## src/rtl/vid411_pkg.sv

```systemverilog
package vid411_pkg;
  // width of a phase counter able to count a group of the given length
  function automatic int ph_width(input int group);
    return (group > 1) ? $clog2(group) : 1;
  endfunction

  localparam int DEF_Y_W = 8;
  localparam int DEF_C_W = 8;
endpackage

```

## src/rtl/vid411_phase.sv

```systemverilog
module vid411_phase
  import vid411_pkg::*;
#(
  parameter int GROUP = 4,
  localparam int PH_W = ph_width(GROUP)
) (
  input  logic            clk,
  input  logic            rst,
  input  logic            blank,
  output logic [PH_W-1:0] phase,
  output logic            first,
  output logic            last
);
  localparam logic [PH_W-1:0] PH_LAST = PH_W'(GROUP - 1);

  assign first = !blank && (phase == '0);
  assign last  = !blank && (phase == PH_LAST);

  always_ff @(posedge clk) begin
    if (rst || blank || last) phase <= '0;
    else                      phase <= phase + 1'b1;
  end

  // blanking must leave the next clock at group start
  assert_phase_restart_R5: assert property (@(posedge clk) disable iff (rst)
    blank |=> (phase == '0));
endmodule

```

## src/rtl/vid411_chroma_ser.sv

```systemverilog
module vid411_chroma_ser #(
  parameter int C_W = 8
) (
  input  logic           clk,
  input  logic           rst,
  input  logic           load,
  input  logic           adv,
  input  logic [C_W-1:0] smp,
  output logic [1:0]     pair
);
  logic [C_W-1:0] hold;

  // pair = {odd bit, even bit}, most significant pair first
  assign pair = load ? smp[C_W-1 -: 2] : hold[C_W-1 -: 2];

  always_ff @(posedge clk) begin
    if (rst)       hold <= '0;
    else if (load) hold <= smp << 2;
    else if (adv)  hold <= hold << 2;
  end
endmodule

```

## src/rtl/vid411_chroma_des.sv

```systemverilog
module vid411_chroma_des #(
  parameter int C_W = 8
) (
  input  logic           clk,
  input  logic           rst,
  input  logic           shift_en,
  input  logic [1:0]     pair,
  output logic [C_W-1:0] word
);
  logic [C_W-1:0] acc;

  assign word = {acc[C_W-3:0], pair};

  always_ff @(posedge clk) begin
    if (rst)           acc <= '0;
    else if (shift_en) acc <= word;
  end
endmodule

```

## src/rtl/vid411_packer.sv

```systemverilog
module vid411_packer #(
  parameter int Y_W = 8,
  parameter int C_W = 8,
  parameter logic [Y_W-1:0] Y_BLACK = Y_W'(16),
  parameter logic [C_W-1:0] C_BLACK = C_W'(128),
  localparam int BW = Y_W + 4,
  localparam int GROUP = C_W / 2
) (
  input  logic           clk,
  input  logic           rst,
  input  logic [Y_W-1:0] in_y,
  input  logic [C_W-1:0] in_u,
  input  logic [C_W-1:0] in_v,
  input  logic           in_blank,
  output logic [BW-1:0]  bus_o,
  output logic           bus_blank_o
);
  localparam logic [BW-1:0] BLACK_WORD =
    {Y_BLACK, C_BLACK[C_W-1 -: 2], C_BLACK[C_W-1 -: 2]};

  logic first, last;
  logic [vid411_pkg::ph_width(GROUP)-1:0] phase;
  logic [1:0] pairs [2];

  vid411_phase #(.GROUP(GROUP)) u_phase (
    .clk(clk), .rst(rst), .blank(in_blank),
    .phase(phase), .first(first), .last(last)
  );

  // one serializer per chroma component: 0 = U, 1 = V
  for (genvar c = 0; c < 2; c++) begin : g_ser
    vid411_chroma_ser #(.C_W(C_W)) u_ser (
      .clk(clk), .rst(rst), .load(first), .adv(!in_blank),
      .smp((c == 0) ? in_u : in_v), .pair(pairs[c])
    );
  end

  always_ff @(posedge clk) begin
    if (rst || in_blank) begin
      bus_o       <= BLACK_WORD;
      bus_blank_o <= 1'b1;
    end else begin
      bus_o       <= {in_y, pairs[0], pairs[1]};
      bus_blank_o <= 1'b0;
    end
  end

  assert_black_word_R6: assert property (@(posedge clk) disable iff (rst)
    bus_blank_o |-> (bus_o == BLACK_WORD));
  assert_luma_pass_R1: assert property (@(posedge clk) disable iff (rst)
    !in_blank |=> (bus_o[BW-1 -: Y_W] == $past(in_y)));
endmodule

```

## src/rtl/vid411_unpacker.sv

```systemverilog
module vid411_unpacker #(
  parameter int Y_W = 8,
  parameter int C_W = 8,
  localparam int BW = Y_W + 4,
  localparam int GROUP = C_W / 2
) (
  input  logic           clk,
  input  logic           rst,
  input  logic [BW-1:0]  in_bus,
  input  logic           in_blank,
  output logic [Y_W-1:0] y_o,
  output logic           y_valid_o,
  output logic [C_W-1:0] u_o,
  output logic [C_W-1:0] v_o,
  output logic           c_valid_o
);
  logic first, last;
  logic [vid411_pkg::ph_width(GROUP)-1:0] phase;
  logic [C_W-1:0] words [2];

  vid411_phase #(.GROUP(GROUP)) u_phase (
    .clk(clk), .rst(rst), .blank(in_blank),
    .phase(phase), .first(first), .last(last)
  );

  for (genvar c = 0; c < 2; c++) begin : g_des
    vid411_chroma_des #(.C_W(C_W)) u_des (
      .clk(clk), .rst(rst), .shift_en(!in_blank),
      .pair(in_bus[3-2*c -: 2]), .word(words[c])
    );
  end

  always_ff @(posedge clk) begin
    if (rst) begin
      y_o       <= '0;
      y_valid_o <= 1'b0;
      u_o       <= '0;
      v_o       <= '0;
      c_valid_o <= 1'b0;
    end else begin
      y_o       <= in_bus[BW-1 -: Y_W];
      y_valid_o <= !in_blank;
      c_valid_o <= last;
      if (last) begin
        u_o <= words[0];
        v_o <= words[1];
      end
    end
  end

  if (GROUP > 1) begin : g_pulse_chk
    assert_cvalid_pulse_R8: assert property (@(posedge clk) disable iff (rst)
      c_valid_o |=> !c_valid_o);
  end
  assert_no_cvalid_after_blank_R9: assert property (@(posedge clk) disable iff (rst)
    in_blank |=> !c_valid_o);
  assert_yvalid_tracks_R7: assert property (@(posedge clk) disable iff (rst)
    in_blank |=> !y_valid_o);
endmodule

```

## src/rtl/vid411_codec.sv

```systemverilog
module vid411_codec #(
  parameter int Y_W = vid411_pkg::DEF_Y_W,
  parameter int C_W = vid411_pkg::DEF_C_W
) (
  input  logic           clk,
  input  logic           rst,
  input  logic [Y_W-1:0] pk_y,
  input  logic [C_W-1:0] pk_u,
  input  logic [C_W-1:0] pk_v,
  input  logic           pk_blank,
  output logic [Y_W+3:0] pk_bus,
  output logic           pk_bus_blank,
  input  logic [Y_W+3:0] up_bus,
  input  logic           up_blank,
  output logic [Y_W-1:0] up_y,
  output logic           up_y_valid,
  output logic [C_W-1:0] up_u,
  output logic [C_W-1:0] up_v,
  output logic           up_c_valid
);
  vid411_packer #(.Y_W(Y_W), .C_W(C_W)) u_pack (
    .clk(clk), .rst(rst), .in_y(pk_y), .in_u(pk_u), .in_v(pk_v),
    .in_blank(pk_blank), .bus_o(pk_bus), .bus_blank_o(pk_bus_blank)
  );

  vid411_unpacker #(.Y_W(Y_W), .C_W(C_W)) u_unpack (
    .clk(clk), .rst(rst), .in_bus(up_bus), .in_blank(up_blank),
    .y_o(up_y), .y_valid_o(up_y_valid), .u_o(up_u), .v_o(up_v),
    .c_valid_o(up_c_valid)
  );
endmodule

```

## config.mk

```make
export PLATFORM = sky130hd
export DESIGN_NAME = vid411_codec
export DESIGN_NICKNAME = d
export VERILOG_FILES = /design/src/rtl/vid411_pkg.sv /design/src/rtl/vid411_phase.sv /design/src/rtl/vid411_chroma_ser.sv /design/src/rtl/vid411_chroma_des.sv /design/src/rtl/vid411_packer.sv /design/src/rtl/vid411_unpacker.sv /design/src/rtl/vid411_codec.sv
export SDC_FILE = /design/constraint.sdc
export NUM_CORES = 1
export LEC_CHECK = 0
export BUFFER_PORTS_ARGS = -buffer_cell sky130_fd_sc_hd__buf_2
export CORE_UTILIZATION = 45
export DETAILED_ROUTE_END_ITERATION = 10
export PLACE_DENSITY = 0.77
export SETUP_SLACK_MARGIN = 0.2
export SLEW_MARGIN = 0
export SYNTH_ARGS = -nofsm -noshare
export SYNTH_HDL_FRONTEND = slang
export SYNTH_SLANG_ARGS = --single-unit
```

## constraint.sdc

```tcl
create_clock -name clk -period 3.6 [get_ports clk]
set_input_delay 0 -clock clk [delete_from_list [all_inputs] [get_ports clk]]
set_output_delay 0 -clock clk [all_outputs]
set_load 0.02 [all_outputs]
```

-- Word level (Yosys, flattened, before mapping)
Index checks and enable logic that the tools add are counted.
- bits in registers: 67
- output and inout bits: 39
- logic and storage cells: 35
- add/subtract/negate cells: 2
- eq/ne operators: 3
- muxes and demuxes: 7
- reduce and logical (&&, ||, !) cells: 10
- operators with widths (kind ; number):
    $mux 8 ; 4
    $add 2x1->2 const B ; 2
    $eq 2x2->1 const B ; 2
    $logic_or 1x1->1 ; 4
    $mux 2 ; 2
    $logic_and 1x1->1 ; 3
    $logic_not 1->1 ; 2
    $logic_not 2->1 ; 1
    $ne 2x1->1 const B ; 1
    $mux 1 ; 1

-- Longest topological paths before layout
- depth after elaboration: 3
- depth in mapped cells: 7

-- Hierarchy
From an unflattened synthesis, not the netlist that was laid out.
- cells, all modules: 222
- area, all modules: 2512.4 sq um
- by module, submodules not included (module ; times used ; cells each ; area each (sq um) ; sequential area each (sq um)):
    vid411_unpacker ; 1 ; 73 ; 845.8 ; 520.5
    vid411_chroma_ser ; 2 ; 29 ; 300.3 ; 120.1
    vid411_chroma_des ; 2 ; 21 ; 229.0 ; 120.1
    vid411_packer ; 1 ; 29 ; 372.9 ; 260.2
    vid411_phase ; 2 ; 10 ; 117.6 ; 40.0

-- Worst setup path after synthesis
OpenSTA, ideal clock, no wires.
- kind: reg-to-reg
- start point: register u_pack.u_phase.phase[0]
- end point: register u_pack.g_ser[0].u_ser.hold[7]
- setup time: 128 ps
- data arrival time: 1261 ps
- data required time: 3472 ps
- path slack: 2212 ps
- cell stages (with the launch flop): 8
- period minus slack after synthesis: 1388 ps
- cells stage by stage: dfxtp_1 inv_1 ha_1 buf_6 buf_12 mux2_4 mux2i_1 nor2_1
- cells in the longest elaborated chain, start to end: 3
- ends and longest elaborated chain (element ; RTL line ; text):
    from (decl) ; vid411_phase.sv:10 ; output logic [PH_W-1:0] phase,
    from (signal assigned) ; vid411_phase.sv:21 ; else phase <= phase + 1'b1;
    $logic_not 2->1 * ; vid411_phase.sv:16 ; assign first = !blank && (phase == '0);
    $logic_and 1x1->1 * ; vid411_phase.sv:16 ;
    $ne 2x1->1 (no line) or $mux 8 (tied branches) ; n/a ;
    to (signal assigned) ; vid411_chroma_ser.sv:18 ; else if (load) hold <= smp << 2;
    to (signal assigned) ; vid411_chroma_ser.sv:19 ; else if (adv) hold <= hold << 2;
    to (decl) ; vid411_chroma_ser.sv:11 ; logic [C_W-1:0] hold;
Mark *: on every way between the ends. The rest lies on a longest branch, timed or not.
A chain may end at the register's enable or synchronous reset.

-- Worst setup path in the final report
- start point: register u_unpack.u_phase.phase[0]
- end point: register u_unpack.v_o[4]
- cells in the longest elaborated chain, start to end: 2
- ends and longest elaborated chain (element ; RTL line ; text):
    from (decl) ; vid411_phase.sv:10 ;
    from (signal assigned) ; vid411_phase.sv:21 ;
    $eq 2x2->1 ; vid411_phase.sv:17 ; assign last = !blank && (phase == PH_LAST);
    $logic_and 1x1->1 ; vid411_phase.sv:17 ;
    to (signal assigned) ; vid411_unpacker.sv:46 ; v_o <= words[1];
    to (decl) ; vid411_unpacker.sv:14 ; output logic [C_W-1:0] v_o,
No other way between the ends.

==> results.yml <==
timing:
  slew-limit-headroom: 0.2891
  hold_viol: 0
  fin_crit_ns: 1.817
  setup_viol: 0
  slew_viol_final: 0
  tns_ns: 0
  finalCritPeriodShare: 0.5049
  fmax_mhz: 550.2
  grt_setup_unrepaired: "false"
  finalClockSkew_ns: 0.006044
  worst_slew_pin_slew_ns: 1.064
yosys:
  ys_seq_area_frac: 0.5636
  ys_warn_count: 0
  synth.net_count: 272
  yosysUniqueCellTypes: 27
  synth_area_um2: 2380
  syn_avg_cell_area_um2: 10.39
  synth_cells: 229
  synth_seq_cells: 67
setup_path:
  start_kind: "flop"
  cp_data_required_time_ns: 3.85
  max_stage_delay_ns: 0.86
  worstSetupPathType: "reg2reg"
  crit_slowest_cell: "nor2b_1"
  cp-end-kind: "flop"
  path_buf_inv: 0
  arrival_ns: 2.07
  cp_max_fo: 16
  path_delay_family: "simple AND/OR/NAND/NOR gates"
  path_cells: "ha_1 -> nor2b_1 -> nand2_1 -> a21oi_2"
layout:
  final.fill_count: 426
  diodes: 0
  drive_gt1_frac: 0.3134
  layout.nets: 373
  postLayoutCoreUtil: 0.6254
  area_growth_pct: 34.23
pwr:
  power_density_nw_per_um2: 462.4
  vdd_drop_max_mv: 0.2422
  power.leakage_nw: 1.477
placed_design:
  hpwl_um: 2691
  port_buffers: 78
  place.gp.congestion: 0.6884
clock_tree:
  cts_root_buf: "clkbuf_8"
  post_cts_buffers: 0
  path_clk_slew_ns: 0.07
  htreeDepth: 3
  ctsLongestPathBuffers: 2
  clock-sinks: 67
  cts_tree: "done"
  clk_latency_ns: 0.33
  cts_inserted_buffers: 9
floorplan:
  core_area_um2: 5107
  dieArea_um2: 5583
  ios: 79
  num_rows: 26
  die_h_um: 74.72
  die_w_um: 74.72
  floorplan.initialDensity: 0.4659
min_path:
  hp-class: "in2reg"
grt:
  grt_pass1_vias: 1649
  grt_usage: 0.1727
  antenna_found_initial: 0
  grt_max_degree: 54
  grt_overflow_total: 0
  grt_pass1_wl_um: 7113
status:
  violations: "DRC"
  status: "finished, violations left"
detailed_routing:
  ant_nets: 0
  wl_met1_um: 2066
  routed_wl_um: 4691
  route.detailed.drc: 1
  drt_iter0_markers: 54
  via_per_inst: 4.519
  wl_met3_um: 249
  dr.max_layer_used: "met4"
  vias: 1830
  post_drt_wl_per_cell_um: 11.58
  dr.pass1.iters: 7
  wl_met2_um: 2339
job:
  maxCapViolations: 0
-- tightest hold or removal path: stages --
cell and delay, ns:
buf_2 0.07, mux2_4 0.12, mux2i_1 0.06, nor2_1 0.07
-- sequential cells by signal (all words and copies together) (netlist names) --
signal,count
u_pack.bus_blank_o,1
u_pack.bus_o,12
u_pack.g_ser.u_ser.hold,12
u_pack.u_phase.phase,2
u_unpack.c_valid_o,1
u_unpack.g_des.u_des.acc,12
u_unpack.u_o,8
u_unpack.u_phase.phase,2
u_unpack.v_o,8
u_unpack.y_o,8
u_unpack.y_valid_o,1
-- metrics by stage --
step	worst slack, ns	hold slack [ns]	std cells	area, µm²	total power, mW
floorplan	2.212	0.09884	229	2380	0.8865
global placement	1.838	0.1785	361	2734	0.9174
detailed placement	1.756	0.1835	361	2734	0.9212
CTS	1.724	0.01537	405	3194	1.497
global route	1.490	0.02568	405	3194	1.547
finish	1.783	0.02772	405	3194	1.477
-- layout by cell type (no fill, tap or decap), drive strengths merged --
cell,count
a21oi,18
a22oi,2
and2,8
buf,78
clkbuf,12
clkinv,2
clkinvlp,2
dfxtp,67
dlygate4sd3,28
ha,3
inv,3
mux2,8
mux2i,24
nand2,36
nand2b,1
nand3b,2
nor2,26
nor2b,10
nor3,1
nor3b,1
nor4,1
nor4b,1
or3,1
-- worst paths after layout --
check / startpoint / to / slack (ns) / cells after the start
setup / recovery: u_unpack.u_phase.phase[0]$_SDFF_PP0_ / u_unpack.v_o[4]$_SDFFE_PP0P_ / 1.78 / 4
hold / removal: pk_v[4] / u_pack.g_ser[1].u_ser.hold[6]$_SDFFE_PP0P_ / 0.03 / 4
setup reg to reg: u_unpack.u_phase.phase[0]$_SDFF_PP0_ / u_unpack.v_o[4]$_SDFFE_PP0P_ / 1.78 / 4
hold reg to reg: u_unpack.u_phase.phase[0]$_SDFF_PP0_ / u_unpack.u_phase.phase[0]$_SDFF_PP0_ / 0.44 / 1
-- repair_timing --
item	4_1_cts	5_1_grt
hold endpoints to repair	32	0
resized for setup	0	0
hold buffers	28	0
endpoints found under the setup margin	0	0
-- power breakdown --
group	switching (mW)	internal (mW)	leakage [nW]	total (mW)
registers	0.0113	0.769	0.548	0.780
logic	0.0700	0.0787	0.841	0.149
clock network	0.263	0.285	0.0884	0.548
total	0.344	1.13	1.48	1.48
-- cell type report --
class,instances,area (µm²),area share
well taps,70,87.58,0.02742
repair buffers,106,670.6,0.2099
inverters,3,11.26,0.003525
multi-input cells,143,903.4,0.2828
clock buffers,12,155.1,0.04857
clock inverters,4,25.02,0.007834
flip-flops and latches,67,1341,0.4199
-- logic make-up (layout without fill, tap and decap cells) --
group,count (synthesis),in the layout,share of synthesized area
fa+ha+maj,3,3,0.01577
compound gates,20,20,0.04890
mux,32,32,0.1435
buf+inv,19,125,0.05678
simple gates,88,88,0.1714
flops,67,67,0.5636
-- cell usage after synthesis --
cell type  number  area (µm²)
a21oi_1        15       75.07
a21oi_2         3       26.28
a22oi_1         2       15.01
and2_1          8       50.05
buf_1           4       15.01
buf_12          1       20.02
buf_2           2       10.01
buf_4           4       30.03
buf_6           4       45.04
clkbuf_1        1       3.750
dfxtp_1        67        1341
ha_1            3       37.54
inv_1           3       11.26
mux2_2          5       56.30
mux2_4          3       45.04
mux2i_1        24       240.2
nand2_1        36       135.1
nand2b_1        1       6.260
nand3b_1        2       15.01
nor2_1         25       93.84
nor2_4          1       11.26
nor2b_1        10       62.56
nor3_1          1       5.000
nor3b_1         1       7.510
nor4_1          1       6.260
nor4b_1         1       8.760
or3_1           1       6.260
-- routing by layer --
metal,GRT usage,vias to the layer above
met5,0,-
met4,0.06289,0
met2,0.3043,54
met1,0.1857,830
li1,-,942
met3,0.07095,4
Note: power is estimated with default switching activity, not from simulation.
